==> src/rtl/misc_dec_pkg.sv <==
package misc_dec_pkg;

   localparam int WORD_W   = 32;
   localparam int OPC_LSB  = 21;
   localparam int OPC_W    = 4;
   localparam int RN_LSB   = 16;
   localparam int RD_LSB   = 12;
   localparam int ROT_LSB  = 8;
   localparam int FIELD_W  = 4;
   localparam int IMM8_W   = 8;
   localparam int LOW12_W  = 12;
   localparam int WIDE_W   = FIELD_W + LOW12_W;

   localparam logic [OPC_W-1:0] OPC_MOVE_LOW = 4'h8;
   localparam logic [OPC_W-1:0] OPC_HINT_SR  = 4'h9;
   localparam logic [OPC_W-1:0] OPC_MOVE_TOP = 4'hA;
   localparam logic [OPC_W-1:0] OPC_SAVED_SR = 4'hB;

   typedef enum logic [3:0] {
      CLS_UNDEF       = 4'd0,
      CLS_MOVE_LOW    = 4'd1,
      CLS_MOVE_TOP    = 4'd2,
      CLS_NOP         = 4'd3,
      CLS_YIELD       = 4'd4,
      CLS_WAIT_EVT    = 4'd5,
      CLS_WAIT_IRQ    = 4'd6,
      CLS_SEND_EVT    = 4'd7,
      CLS_WR_CUR_SR   = 4'd8,
      CLS_WR_SAVED_SR = 4'd9
   } op_class_e;

   typedef struct packed {
      op_class_e           cls;
      logic [FIELD_W-1:0]  rd;
      logic                rd_src;
      logic [WIDE_W-1:0]   wide;
      logic [WORD_W-1:0]   rot;
      logic [FIELD_W-1:0]  mask;
   } dec_word_t;

endpackage

==> src/rtl/misc_field_split.sv <==
module misc_field_split
   import misc_dec_pkg::*;
(
   input  logic [WORD_W-1:0]  insn,
   output logic [OPC_W-1:0]   opc,
   output logic [FIELD_W-1:0] rn,
   output logic [FIELD_W-1:0] rd,
   output logic [FIELD_W-1:0] rot_sel,
   output logic [IMM8_W-1:0]  imm8,
   output logic [WIDE_W-1:0]  wide
);

   logic unused_bits;

   assign opc     = insn[OPC_LSB +: OPC_W];
   assign rn      = insn[RN_LSB  +: FIELD_W];
   assign rd      = insn[RD_LSB  +: FIELD_W];
   assign rot_sel = insn[ROT_LSB +: FIELD_W];
   assign imm8    = insn[0 +: IMM8_W];
   assign wide    = {insn[RN_LSB +: FIELD_W], insn[0 +: LOW12_W]};

   assign unused_bits = ^{insn[WORD_W-1:OPC_LSB+OPC_W], insn[RN_LSB+FIELD_W +: OPC_LSB-RN_LSB-FIELD_W]};

endmodule

==> src/rtl/misc_ror_imm.sv <==
module misc_ror_imm #(
   parameter int DATA_W = 32,
   parameter int SRC_W  = 8,
   parameter int SEL_W  = 4
) (
   input  logic [SRC_W-1:0]  src,
   input  logic [SEL_W-1:0]  sel,
   output logic [DATA_W-1:0] res
);

   localparam int AMT_W = $clog2(DATA_W);

   if (SEL_W + 1 != AMT_W) begin : g_bad_sel
      $error("misc_ror_imm: SEL_W+1 must equal log2(DATA_W)");
   end
   if (SRC_W > DATA_W) begin : g_bad_src
      $error("misc_ror_imm: SRC_W exceeds DATA_W");
   end

   logic [AMT_W-1:0]  amt;
   logic [DATA_W-1:0] stage [AMT_W+1];

   assign amt      = {sel, 1'b0};
   assign stage[0] = {{(DATA_W-SRC_W){1'b0}}, src};

   for (genvar i = 0; i < AMT_W; i++) begin : g_stage
      localparam int SH = 1 << i;
      assign stage[i+1] = amt[i] ? {stage[i][SH-1:0], stage[i][DATA_W-1:SH]} : stage[i];
   end

   assign res = stage[AMT_W];

endmodule

==> src/rtl/misc_class_dec.sv <==
module misc_class_dec
   import misc_dec_pkg::*;
(
   input  logic               grp_sel,
   input  logic [OPC_W-1:0]   opc,
   input  logic [FIELD_W-1:0] rn,
   input  logic [IMM8_W-1:0]  imm8,
   output op_class_e          cls,
   output logic               rd_src
);

   op_class_e hint_cls;

   always_comb begin
      case (imm8)
         8'd0:    hint_cls = CLS_NOP;
         8'd1:    hint_cls = CLS_YIELD;
         8'd2:    hint_cls = CLS_WAIT_EVT;
         8'd3:    hint_cls = CLS_WAIT_IRQ;
         8'd4:    hint_cls = CLS_SEND_EVT;
         default: hint_cls = CLS_UNDEF;
      endcase
   end

   always_comb begin
      cls = CLS_UNDEF;
      if (grp_sel) begin
         case (opc)
            OPC_MOVE_LOW: cls = CLS_MOVE_LOW;
            OPC_MOVE_TOP: cls = CLS_MOVE_TOP;
            OPC_SAVED_SR: cls = CLS_WR_SAVED_SR;
            OPC_HINT_SR:  cls = (rn == '0) ? hint_cls : CLS_WR_CUR_SR;
            default:      cls = CLS_UNDEF;
         endcase
      end
   end

   assign rd_src = (cls == CLS_MOVE_TOP);

endmodule

==> src/rtl/misc_out_stage.sv <==
module misc_out_stage
   import misc_dec_pkg::*;
#(
   parameter bit OUT_REG = 1'b1
) (
   input  logic      clk,
   input  logic      rst_n,
   input  logic      valid_in,
   input  dec_word_t d,
   output logic      valid_out,
   output dec_word_t q
);

   if (OUT_REG) begin : g_reg
      always_ff @(posedge clk or negedge rst_n) begin
         if (!rst_n) begin
            valid_out <= 1'b0;
            q         <= '0;
         end else begin
            valid_out <= valid_in;
            if (valid_in) begin
               q <= d;
            end
         end
      end
   end else begin : g_comb
      logic unused_clk;
      assign unused_clk = clk ^ rst_n;
      assign valid_out  = valid_in;
      assign q          = d;
   end

endmodule

==> src/rtl/misc_imm_decoder.sv <==
module misc_imm_decoder
   import misc_dec_pkg::*;
#(
   parameter int INSN_W  = 32,
   parameter bit OUT_REG = 1'b1
) (
   input  logic              clk,
   input  logic              rst_n,
   input  logic              valid_in,
   input  logic              grp_sel,
   input  logic [INSN_W-1:0] insn,
   output logic              valid_out,
   output logic [3:0]        op_class,
   output logic [3:0]        rd,
   output logic              rd_is_src,
   output logic [15:0]       wide_imm,
   output logic [31:0]       rot_imm,
   output logic [3:0]        byte_mask
);

   if (INSN_W != WORD_W) begin : g_bad_width
      $error("misc_imm_decoder: INSN_W must be 32");
   end

   logic [OPC_W-1:0]   f_opc;
   logic [FIELD_W-1:0] f_rn;
   logic [FIELD_W-1:0] f_rd;
   logic [FIELD_W-1:0] f_rot;
   logic [IMM8_W-1:0]  f_imm8;
   logic [WIDE_W-1:0]  f_wide;
   logic [WORD_W-1:0]  f_rotated;
   op_class_e          f_cls;
   logic               f_rd_src;
   dec_word_t          dec_d;
   dec_word_t          dec_q;

   misc_field_split u_split (
      .insn    (insn),
      .opc     (f_opc),
      .rn      (f_rn),
      .rd      (f_rd),
      .rot_sel (f_rot),
      .imm8    (f_imm8),
      .wide    (f_wide)
   );

   misc_ror_imm #(
      .DATA_W (WORD_W),
      .SRC_W  (IMM8_W),
      .SEL_W  (FIELD_W)
   ) u_ror (
      .src (f_imm8),
      .sel (f_rot),
      .res (f_rotated)
   );

   misc_class_dec u_cls (
      .grp_sel (grp_sel),
      .opc     (f_opc),
      .rn      (f_rn),
      .imm8    (f_imm8),
      .cls     (f_cls),
      .rd_src  (f_rd_src)
   );

   always_comb begin
      dec_d.cls    = f_cls;
      dec_d.rd     = f_rd;
      dec_d.rd_src = f_rd_src;
      dec_d.wide   = f_wide;
      dec_d.rot    = f_rotated;
      dec_d.mask   = f_rn;
   end

   misc_out_stage #(
      .OUT_REG (OUT_REG)
   ) u_out (
      .clk       (clk),
      .rst_n     (rst_n),
      .valid_in  (valid_in),
      .d         (dec_d),
      .valid_out (valid_out),
      .q         (dec_q)
   );

   assign op_class  = dec_q.cls;
   assign rd        = dec_q.rd;
   assign rd_is_src = dec_q.rd_src;
   assign wide_imm  = dec_q.wide;
   assign rot_imm   = dec_q.rot;
   assign byte_mask = dec_q.mask;

endmodule

==> config.mk <==
export PLATFORM = sky130hd
export DESIGN_NAME = misc_imm_decoder
export DESIGN_NICKNAME = d
export VERILOG_FILES = /design/src/rtl/misc_dec_pkg.sv /design/src/rtl/misc_field_split.sv /design/src/rtl/misc_ror_imm.sv /design/src/rtl/misc_class_dec.sv /design/src/rtl/misc_out_stage.sv /design/src/rtl/misc_imm_decoder.sv
export SDC_FILE = /design/constraint.sdc
export NUM_CORES = 1
export LEC_CHECK = 0
export ABC_CLOCK_PERIOD_IN_PS = 950
export CORE_UTILIZATION = 44
export CTS_CLUSTER_SIZE = 12
export DETAILED_ROUTE_END_ITERATION = 8
export PLACE_DENSITY = 0.8
export SETUP_SLACK_MARGIN = 0.3
export SYNTH_ARGS = -nofsm -noshare
export SYNTH_HDL_FRONTEND = slang
export SYNTH_SLANG_ARGS = --single-unit
==> constraint.sdc <==
create_clock -name clk -period 0.95 [get_ports clk]
set_input_delay 0.19 -clock clk [delete_from_list [all_inputs] [get_ports clk]]
set_output_delay 0.19 -clock clk [all_outputs]
set_load 0.01 [all_outputs]
Word-level counts from Yosys, hierarchy flattened --
Index checks and enable logic that the tools add are counted.
Storage, ports and cells: bits of input ports 36, bits in registers 62
Operators by class: mux-type cells 8, reductions and logical operators 2, equality and inequality tests 9
Operator list (number):
- $mux 32 | 4
- $eq 4x4->1 const B | 4
- $eq 8x2->1 const B | 2
- $pmux 4 s4 | 1
- $pmux 3 s5 | 1
- $eq 8x1->1 const B | 1
- $eq 8x3->1 const B | 1
- $logic_not 8->1 | 1
- $mux 4 | 2
- $eq 4x2->1 const B | 1
- $logic_not 4->1 | 1

Longest topological paths before layout --
Gate-level depths: netlist of run 1.
depth in word-level cells 6, depth in mapped cells 6, depth with buffers taken out 4

Hierarchy --
From an unflattened synthesis of run 1, not the netlist that was laid out.
Unflattened totals: cells, all modules 284, area total of the unflattened synthesis 3684.8 um2
Modules (own cells, without submodules):
- misc_out_stage | seq. area each 1551.5 um2, times used 1, cells each 130, area an instance 2595.0 um2
- misc_ror_imm | seq. area each 0.0 um2, times used 1, cells each 95, area an instance 649.4 um2
- misc_field_split | seq. area each 0.0 um2, times used 1, cells each 40, area an instance 300.3 um2
- misc_class_dec | seq. area each 0.0 um2, times used 1, cells each 19, area an instance 140.1 um2

Least setup slack after synthesis of run 1 --
Ideal clock, no wire load.
path kind input port to flip-flop, start input insn[16], end register u_out.q[52] in the netlist's numbering, buffers on the path 0, arrival 1.440 ns, setup time 0.103 ns, required time 0.847 ns, path slack -0.593 ns, cell stages on the path 4, cells stage by stage or4_4 -> nor4b_4 -> a32oi_1 -> o41ai_2
Between the ends: cells in the longest elaborated chain, start to end 5
RTL lines:
- start, declared | line misc_imm_decoder.sv:11 | input logic [INSN_W-1:0] insn,
- $logic_not 4->1 | line misc_class_dec.sv:32 | OPC_HINT_SR: cls = (rn == '0) ? hint_cls : CLS_WR_CUR_SR;
- $mux 4 | line misc_class_dec.sv:32
- $pmux 4 s4 | line misc_class_dec.sv:28 | case (opc)
- $mux 4 | line misc_class_dec.sv:27 | if (grp_sel) begin
- $eq 4x2->1 | line misc_class_dec.sv:38 | assign rd_src = (cls == CLS_MOVE_TOP);
- end signal, assigned | line misc_out_stage.sv:18 | q <= '0;
- end signal, assigned | line misc_out_stage.sv:22 | q <= d;
- end, declared | line misc_out_stage.sv:11 | output dec_word_t q
Every way passes these cells. A chain may end at the register's enable or synchronous reset.

Final worst setup path of run 1 --
start input insn[7], end register u_out.q[52] in the netlist's numbering
Between the ends: cells in the longest elaborated chain, start to end 6, elaborated cells between the ends (all ways) 10
RTL lines:
- $eq 8x3->1 (tied with other cells) | line misc_class_dec.sv:15 | case (imm8)
- $pmux 3 s5 (*) | line misc_class_dec.sv:15
- $mux 4 (*) | line misc_class_dec.sv:32
- $pmux 4 s4 (*) | line misc_class_dec.sv:28
- $mux 4 (*) | line misc_class_dec.sv:27
- $eq 4x2->1 (*) | line misc_class_dec.sv:38
Mark *: on every way between the ends. The rest lies on a longest branch, timed or not.

==> impl_metrics.ini, run 1 <==
[critical_path]
cp.required_ns = 1.19
cp.buffers_inverters = 2
worstPathCellList = clkdlybuf4s15_2, nor4_4, buf_4, nor4b_4, a32oi_2, o41ai_2
arrival_ns = 1.68
cp-end-kind = flop
critPathSlowestCell = nor4b_4
critical_path_class = in2reg
crit_path_max_fanout = 3
max_stage_delay_ns = 0.33
start_kind = input pin
critPathTopFamily = simple AND/OR/NAND/NOR gates

[logic_synthesis]
synth_nets = 267
synthDistinctLibCells = 44
yosys.area_share.adder_pct = 0
async_flop_share_pct = 100.0
ys_top_cells_by_area = dfrtp_1, mux2_2, o2bb2ai_1
synth_top_area_share_pct = 54.03
synth_commonest_cells = dfrtp_1, mux2_2, o2bb2ai_1
synth-xor-area-share_pct = 0.6521
yosysMostFrequentCell = dfrtp_1
synth_area_um2 = 2686
yosys.area_share.simple_pct = 10.85
synth_edf_count = 0
synth_top_family_by_area = compound AO/OA/AOI/OAI gates
synth_ff_type = dfrtp_1
synth_seq_cells = 58
synth_compound_area_share_pct = 17.56
synthMuxAreaShare_pct = 11.97
ys_seq_area_share_pct = 54.03
syn_area_per_cell_um2 = 11.63
yosysTopAreaCell = dfrtp_1
synthCells = 231
yosys_warnings = 0

[finish]
num_antenna_cells = 0
nNetsFinal = 469
drive_above_1_share_pct = 70.09
fin_util_pct = 85.71
final_cell_area_um2 = 5075
area.growth.synth_to_final_pct = 88.91

[global_route]
grt-ovfl-total = 0
antenna_found_initial = 0
grt_pass1_vias = 2868
grt_max_degree = 59
grt_usage_pct = 32.26
grt_pass1_wl_mm = 14.94

[power_and_ir_drop]
switching_share_pct = 28.14
peakVddDrop_mv = 1.010
comb_power_share_pct = 27.9
p_int_mw = 5.102
p_leak_nw = 2.500
seqPwrFrac_pct = 39.1
pwr-share-clk_pct = 33.0
powerDensity_nw_per_um2 = 1399
switchingPower_mw = 1.998

[outcome]
violations = hold timing, setup timing
status = finished with violations

[die]
initial_core_util_pct = 45.37
core_area_um2 = 5921
die_area_um2 = 6422
die_h_um = 80.14
num_io_pins = 98
rows = 28
die_w_um = 80.14

[timing]
period_minus_slack_ns = 1.432
finalSetupViolCount = 98
tightest_slew_ns = 0.3607
finClkSkew_ns = 0
period_share_pct = 150.8
setup_ws_ns = -0.4822
slew_violations = 0
worst_hold_slack_ns = -0.1549
rsz0062_at_grt = true
hold_violations = 58
slew_headroom_pct = 75.85
timing.fmax_ghz = 0.6982

[drt]
detail_route.first_pass.iterations = 4
detail_route.vias_per_cell = 5.602
route.detailed.drc = 0
wl_per_cell_um = 20.96
drt_iter0_drc = 221
ant_nets = 0
routed_wl_mm = 10.75
num_vias = 2874

[placed_design]
placed_cell_area_um2 = 4382
place_congestion = 0.8652
portBuffers = 89
pre_cts_ws_ns = -1.135
dp_hpwl_mm = 5.730

[clock_tree]
ctsLongestPathBuffers = 2
cts-buffers-inserted = 9
insertion_delay_ns = 0.35
path_clk_slew_ns = 0.07
cts_tree = yes
htreeDepth = 3
clkSinkCount = 58
cts.root.buffer_cell = clkbuf_8

[run]
cap_violations = 0

[worst_hold_path]
hold_path_class = in2async
## registers in the layout, summed over array words and instances, names as in the netlist
| register | cells |
|---|---|
| u_out.valid_out | 1 |
| u_out.q | 57 |
## placed cells by master, fill, tap and decap left out, drive strengths merged, types with 2 or more instances in the layout
cell type,synthesis,final
buf,6,199
dfrtp,58,58
mux2,25,25
o2bb2ai,21,21
nand2,15,15
clkbuf,16,14
o21ai,13,13
nor2,9,9
inv,8,8
clkdlybuf4s15,0,7
o221ai,6,6
a22oi,6,6
clkdlybuf4s50,0,5
mux2i,4,4
a32oi,4,4
nand2b,3,3
and2,3,3
nor3,3,3
or2,3,3
nand3,2,2
nand4,2,2
xnor2,2,2
o31ai,2,2
dlygate4sd2,0,2
clkinv,1,2
nor2b,2,2
or3,2,2
## path summary, 6_finish.rpt
path | start | endpoint | slack, ns | cells past startpoint
min in group clk | valid_in | u_out.valid_out | 0.03 | 1
worst min register to register | u_out.q[35] | u_out.q[35] | 0.49 | 1
worst min-delay path | rst_n | u_out.q[16] | -0.15 | 2
worst max-delay path | insn[7] | u_out.q[52] | -0.48 | 6
max in group asynchronous | rst_n | u_out.q[38] | 0.85 | 2
worst max register to register | u_out.q[38] | u_out.q[38] | -0.04 | 3
## what timing repair did
item,CTS,global route
gates cloned,1,0
pin swaps,21,10
resized for setup,370,39
hold endpoints to repair,58,58
setup endpoints to repair,119,119
setup buffers,31,22
## logic make-up after synthesis
logic type      count (synthesis)
simple gates                   51
compound gates                 60
buf+inv                        31
xor+xnor                        2
mux                            29
flops                          58
## metrics by stage
stage / TNS, ns / power (mW) / std cells
floorplan: -6.121 / 3.564 / 231
global route: -12.32 / 7.351 / 513
detailed placement: -40.36 / 4.471 / 443
CTS: -8.686 / 6.793 / 491
finish: -10.48 / 7.101 / 513
global placement: -39.06 / 4.433 / 443
## area by class of cell
cell class,count,area [um^2]
clock inverters,2,35.03
inverters,9,33.78
fillers,270,845.8
multi-input cells,142,1567
flip-flops and latches,58,1451
well taps,75,93.84
clock buffers,14,162.7
repair buffers,213,1732
## worst register-to-register path, cell delays in order (launching register included)
cell,delay [ns]
dfrtp_1,0.39
buf_6,0.12
buf_6,0.10
mux2_4,0.26
## per-layer routing
| layer | part of all wire [%] | routed length [um] | GRT usage [%] |
|---|---|---|---|
| met5 | 0 | 0 | 0 |
| met4 | 3.4 | 363 | 15.36 |
| met3 | 4.4 | 473 | 5.909 |
| met2 | 53 | 5689 | 56.32 |
| met1 | 39 | 4226 | 38.20 |
## power groups by stage
stage                     Combinational (mW)  Sequential (mW)  Clock (mW)
final                                   1.98             2.78        2.34
after global routing                    2.08             2.79        2.48
after CTS                               1.71             2.76        2.32
after detailed placement                1.66             2.81           0
after global placement                  1.63             2.81           0
after floorplan                        0.667             2.90           0
No activity file was read; power rests on OpenSTA's default activity.
==> run 2: changes to the inputs <==
--- a/config.mk
+++ b/config.mk
@@ -6,6 +6,7 @@
 export NUM_CORES = 1
 export LEC_CHECK = 0
 export ABC_CLOCK_PERIOD_IN_PS = 950
+export CORE_MARGIN = 4
 export CORE_UTILIZATION = 44
 export CTS_CLUSTER_SIZE = 12
 export DETAILED_ROUTE_END_ITERATION = 8
==> impl_metrics.ini, run 2 (synthesis gave the netlist of run 1 again) <==
[outcome]
status = finished with violations
violations = hold timing, setup timing

[timing]
timing.fmax_ghz = 0.7572
tightest_slew_ns = 0.3925
finalSetupViolCount = 82
period_minus_slack_ns = 1.321
slew_violations = 0
slew_headroom_pct = 73.56
setup_ws_ns = -0.3707
finClkSkew_ns = 0
rsz0062_at_grt = true
worst_hold_slack_ns = -0.1408
period_share_pct = 139.0
hold_violations = 58

[drt]
ant_nets = 0
routed_wl_mm = 11.71
wl_per_cell_um = 22.97
detail_route.vias_per_cell = 5.675
num_vias = 2894
route.detailed.drc = 0
drt_iter0_drc = 153
detail_route.first_pass.iterations = 4

[critical_path]
worstPathCellList = buf_6, or4_4, nor4b_4, a32oi_2, o41ai_2
critical_path_class = in2reg
start_kind = input pin
cp-end-kind = flop
max_stage_delay_ns = 0.56
r2r_slack_ns = -0.08
critPathLaunch = insn[22]
path_depth = 5
critPathSlowestCell = or4_4
r2r_end = u_out.q[45]
cp-endpoint = u_out.q[52]
r2r_cells = 3
crit_path_max_fanout = 3
cp.buffers_inverters = 1
arrival_ns = 1.57
critPathTopFamily = simple AND/OR/NAND/NOR gates
cp.required_ns = 1.20
reg2reg_from = u_out.q[45]

[run]
cap_violations = 0

[finish]
final_common_cell = buf_4
top_register = u_out.q
num_antenna_cells = 0
final_cell_area_um2 = 5164
nNetsFinal = 468
largest_reg_flops = 57
drive_above_1_share_pct = 71.49
layout_common_cells = buf_4, buf_2, dfrtp_1, buf_6, mux2_4
largestRegisters = u_out.q x57, u_out.valid_out x1
area.growth.synth_to_final_pct = 92.22
fin_util_pct = 87.21

[global_route]
grt_pass1_vias = 3041
grt_max_degree = 59
antenna_found_initial = 0
grt-ovfl-total = 0
grt_usage_pct = 29.53
grt_pass1_wl_mm = 16.35

[placed_design]
placed_cell_area_um2 = 4357
dp_hpwl_mm = 5.883
portBuffers = 89
place_congestion = 0.8183
pre_cts_ws_ns = -1.135

[clock_tree]
insertion_delay_ns = 0.34
path_clk_slew_ns = 0.07
cts-buffers-inserted = 9
clkSinkCount = 58
cts_tree = yes
htreeDepth = 3
ctsLongestPathBuffers = 2
cts.root.buffer_cell = clkbuf_8

[power_and_ir_drop]
p_leak_nw = 2.519
powerDensity_nw_per_um2 = 1359
peakVddDrop_mv = 0.9856

[die]
core_area_um2 = 5921
die_area_um2 = 7419
initial_core_util_pct = 45.37
rows = 28
die_w_um = 86.14
num_io_pins = 98
die_h_um = 86.14

[worst_hold_path]
hold_path_class = in2async
-- run 2: how the worst min path moves through the flow --
stage          startpoint          end  cells after the start
2_1_floorplan       rst_n   u_out.q[0]                      0
6_report            rst_n  u_out.q[20]                      2
4_1_cts             rst_n  u_out.q[53]                      2
5_1_grt             rst_n  u_out.q[10]                      2
3_3_place_gp        rst_n  u_out.q[15]                      2
3_5_place_dp        rst_n  u_out.q[34]                      2
-- run 2: what timing repair did --
| action | in CTS | in global routing |
|---|---|---|
| pin swaps | 22 | 17 |
| buffers inserted | 31 | 20 |
| hold endpoints to repair | 58 | 59 |
| gates resized for setup | 404 | 40 |
| setup endpoints to repair | 119 | 118 |
| gates cloned | 1 | 0 |
-- run 2: power by group --
group          internal (mW)  total, mW  switching [mW]
sequential              2.66       2.79           0.131
combinational           1.14       2.08           0.943
clock                   1.17       2.15           0.980
total                   4.97       7.02            2.05
-- run 2: worst register-to-register path, cell delays in order (launching register included) --
cell	delay, ns
dfrtp_1	0.42
buf_6	0.14
buf_6	0.10
mux2_4	0.26
-- run 2: area by class of cell --
cell class | count | area, um^2
Inverter | 9 | 37.54
Timing Repair Buffer | 212 | 1767
Fill cell | 267 | 757.0
Clock inverter | 4 | 45.04
Clock buffer | 10 | 127.6
Tap cell | 75 | 93.84
Sequential cell | 58 | 1451
Multi-Input combinational cell | 142 | 1642
-- run 2: per-stage QoR --
stage | total power [mW] | TNS (ns) | instances
after floorplan | 3.564 | -6.121 | 231
final | 7.019 | -8.909 | 510
after detailed placement | 4.456 | -43.26 | 443
after global placement | 4.416 | -41.76 | 443
after global routing | 7.258 | -10.87 | 510
after CTS | 6.666 | -8.149 | 489
-- run 2: metal layers --
layer  vias up  share of wire (%)  global-route usage, %
met5         -                  0                      0
met4         0                4.0                  13.81
met3        37                5.9                  5.283
met2       155                 53                  53.12
met1      1448                 37                  33.71
li1       1254                  -                      -
==> run 3: changes to the inputs <==
--- a/config.mk
+++ b/config.mk
@@ -6,10 +6,12 @@
 export NUM_CORES = 1
 export LEC_CHECK = 0
 export ABC_CLOCK_PERIOD_IN_PS = 950
+export CAP_MARGIN = 20
 export CORE_MARGIN = 4
 export CORE_UTILIZATION = 44
 export CTS_CLUSTER_SIZE = 12
 export DETAILED_ROUTE_END_ITERATION = 8
+export HOLD_SLACK_MARGIN = 0.02
 export PLACE_DENSITY = 0.8
 export SETUP_SLACK_MARGIN = 0.3
 export SYNTH_ARGS = -nofsm -noshare
==> impl_metrics.ini, run 3 (synthesis gave the netlist of run 1 again) <==
[outcome]
status = finished with violations
violations = hold timing, setup timing

[clock_tree]
cts-buffers-inserted = 9
insertion_delay_ns = 0.34
cts_hold_buf = 1
cts.root.buffer_cell = clkbuf_8
ctsLongestPathBuffers = 2
path_clk_slew_ns = 0.07
clkSinkCount = 58
htreeDepth = 3
cts_tree = yes

[drt]
wl_per_cell_um = 22.88
detail_route.vias_per_cell = 5.786
routed_wl_mm = 11.67
drt_iter0_drc = 168
ant_nets = 0
route.detailed.drc = 0
detail_route.first_pass.iterations = 4
num_vias = 2951

[die]
initial_core_util_pct = 45.37
die_area_um2 = 7419
die_w_um = 86.14
die_h_um = 86.14
rows = 28
num_io_pins = 98
core_area_um2 = 5921

[finish]
fin_cells = 510
multi_input_area_um2 = 1642
num_antenna_cells = 0
final_common_cell = buf_4
final_cell_area_um2 = 5164
largestRegisters = u_out.q x57, u_out.valid_out x1
layout_common_cells = buf_4, buf_2, dfrtp_1, buf_6, mux2_4
area.growth.synth_to_final_pct = 92.22
drive_above_1_share_pct = 71.49
n_fill_cell = 269
largest_reg_flops = 57
ff_latch_area_um2 = 1451
top_register = u_out.q
nNetsFinal = 468
fin_util_pct = 87.21

[critical_path]
arrival_ns = 1.57
cp.required_ns = 1.20
start_kind = input pin
crit_path_max_fanout = 3
cp-end-kind = flop
critPathLaunch = insn[22]
critical_path_class = in2reg
reg2reg_from = u_out.q[45]

[timing]
worst_hold_slack_ns = -0.1478
setup_ws_ns = -0.3710
period_minus_slack_ns = 1.321
finalSetupViolCount = 81
slew_violations = 0
period_share_pct = 139.0
hold_violations = 58
tightest_slew_ns = 0.3965
slew_headroom_pct = 73.29
timing.fmax_ghz = 0.7570
finClkSkew_ns = 0
fin_setup_tns_ns = -8.898
rsz0062_at_grt = true

[power_and_ir_drop]
peakVddDrop_mv = 0.9914
finalPower_mw = 7.015
powerDensity_nw_per_um2 = 1358
p_leak_nw = 2.519

[placed_design]
pre_cts_ws_ns = -1.135
place_congestion = 0.8183
placed_cell_area_um2 = 4357
dp_hpwl_mm = 5.883
placedCellCount = 443
portBuffers = 89

[global_route]
grt_max_degree = 59
antenna_found_initial = 0
grt_usage_pct = 29.57
grt_pass1_vias = 3041
grt_pass1_wl_mm = 16.37
grt-ovfl-total = 0

[run]
cap_violations = 0

[worst_hold_path]
hold_path_class = in2async
==> run 3: cell counts in the layout (fill, tap and decap cells not counted) <==
No cell type changed its count.
==> run 3: timing repair <==
action	in CTS	in global routing
pin swaps	22	17
setup buffers	31	20
setup endpoints to repair	119	118
cloned	1	0
resized for setup	404	40
hold endpoints to repair	59	58
==> run 3: worst max-delay path, cell delays in order <==
cell and delay, ns:
buf_6 0.09, or4_4 0.56, nor4b_4 0.32, a32oi_2 0.18, o41ai_2 0.22
==> run 3: layout make-up <==
class	instances	share of cell area, %
inverter	9	0.7269
multi-input combinational	142	31.79
clock inverter	4	0.8723
tap	75	1.817
timing repair buffer	212	34.21
clock buffer	10	2.472
sequential	58	28.11
==> run 3: path summary, 6_finish.rpt <==
path,to,slack [ns],cells past startpoint
worst max-delay path,u_out.q[52],-0.37,5
worst min-delay path,u_out.q[34],-0.15,2
worst max register to register,u_out.q[45],-0.08,3
worst min register to register,u_out.q[14],0.49,1
max in group asynchronous,u_out.q[39],0.84,2
min in group clk,u_out.q[3],0.09,2
==> run 3: routing by layer <==
metal / global-route usage (%) / share of wire [%]
met2: 53.12 / 52
met4: 13.81 / 4.7
met5: 0 / 0
met1: 33.81 / 36
met3: 5.283 / 6.6
==> run 3: power breakdown <==
group	internal (mW)	switching, mW	total (mW)
Combinational	1.14	0.940	2.08
Clock	1.17	0.979	2.15
Sequential	2.66	0.130	2.79
Total	4.97	2.05	7.01
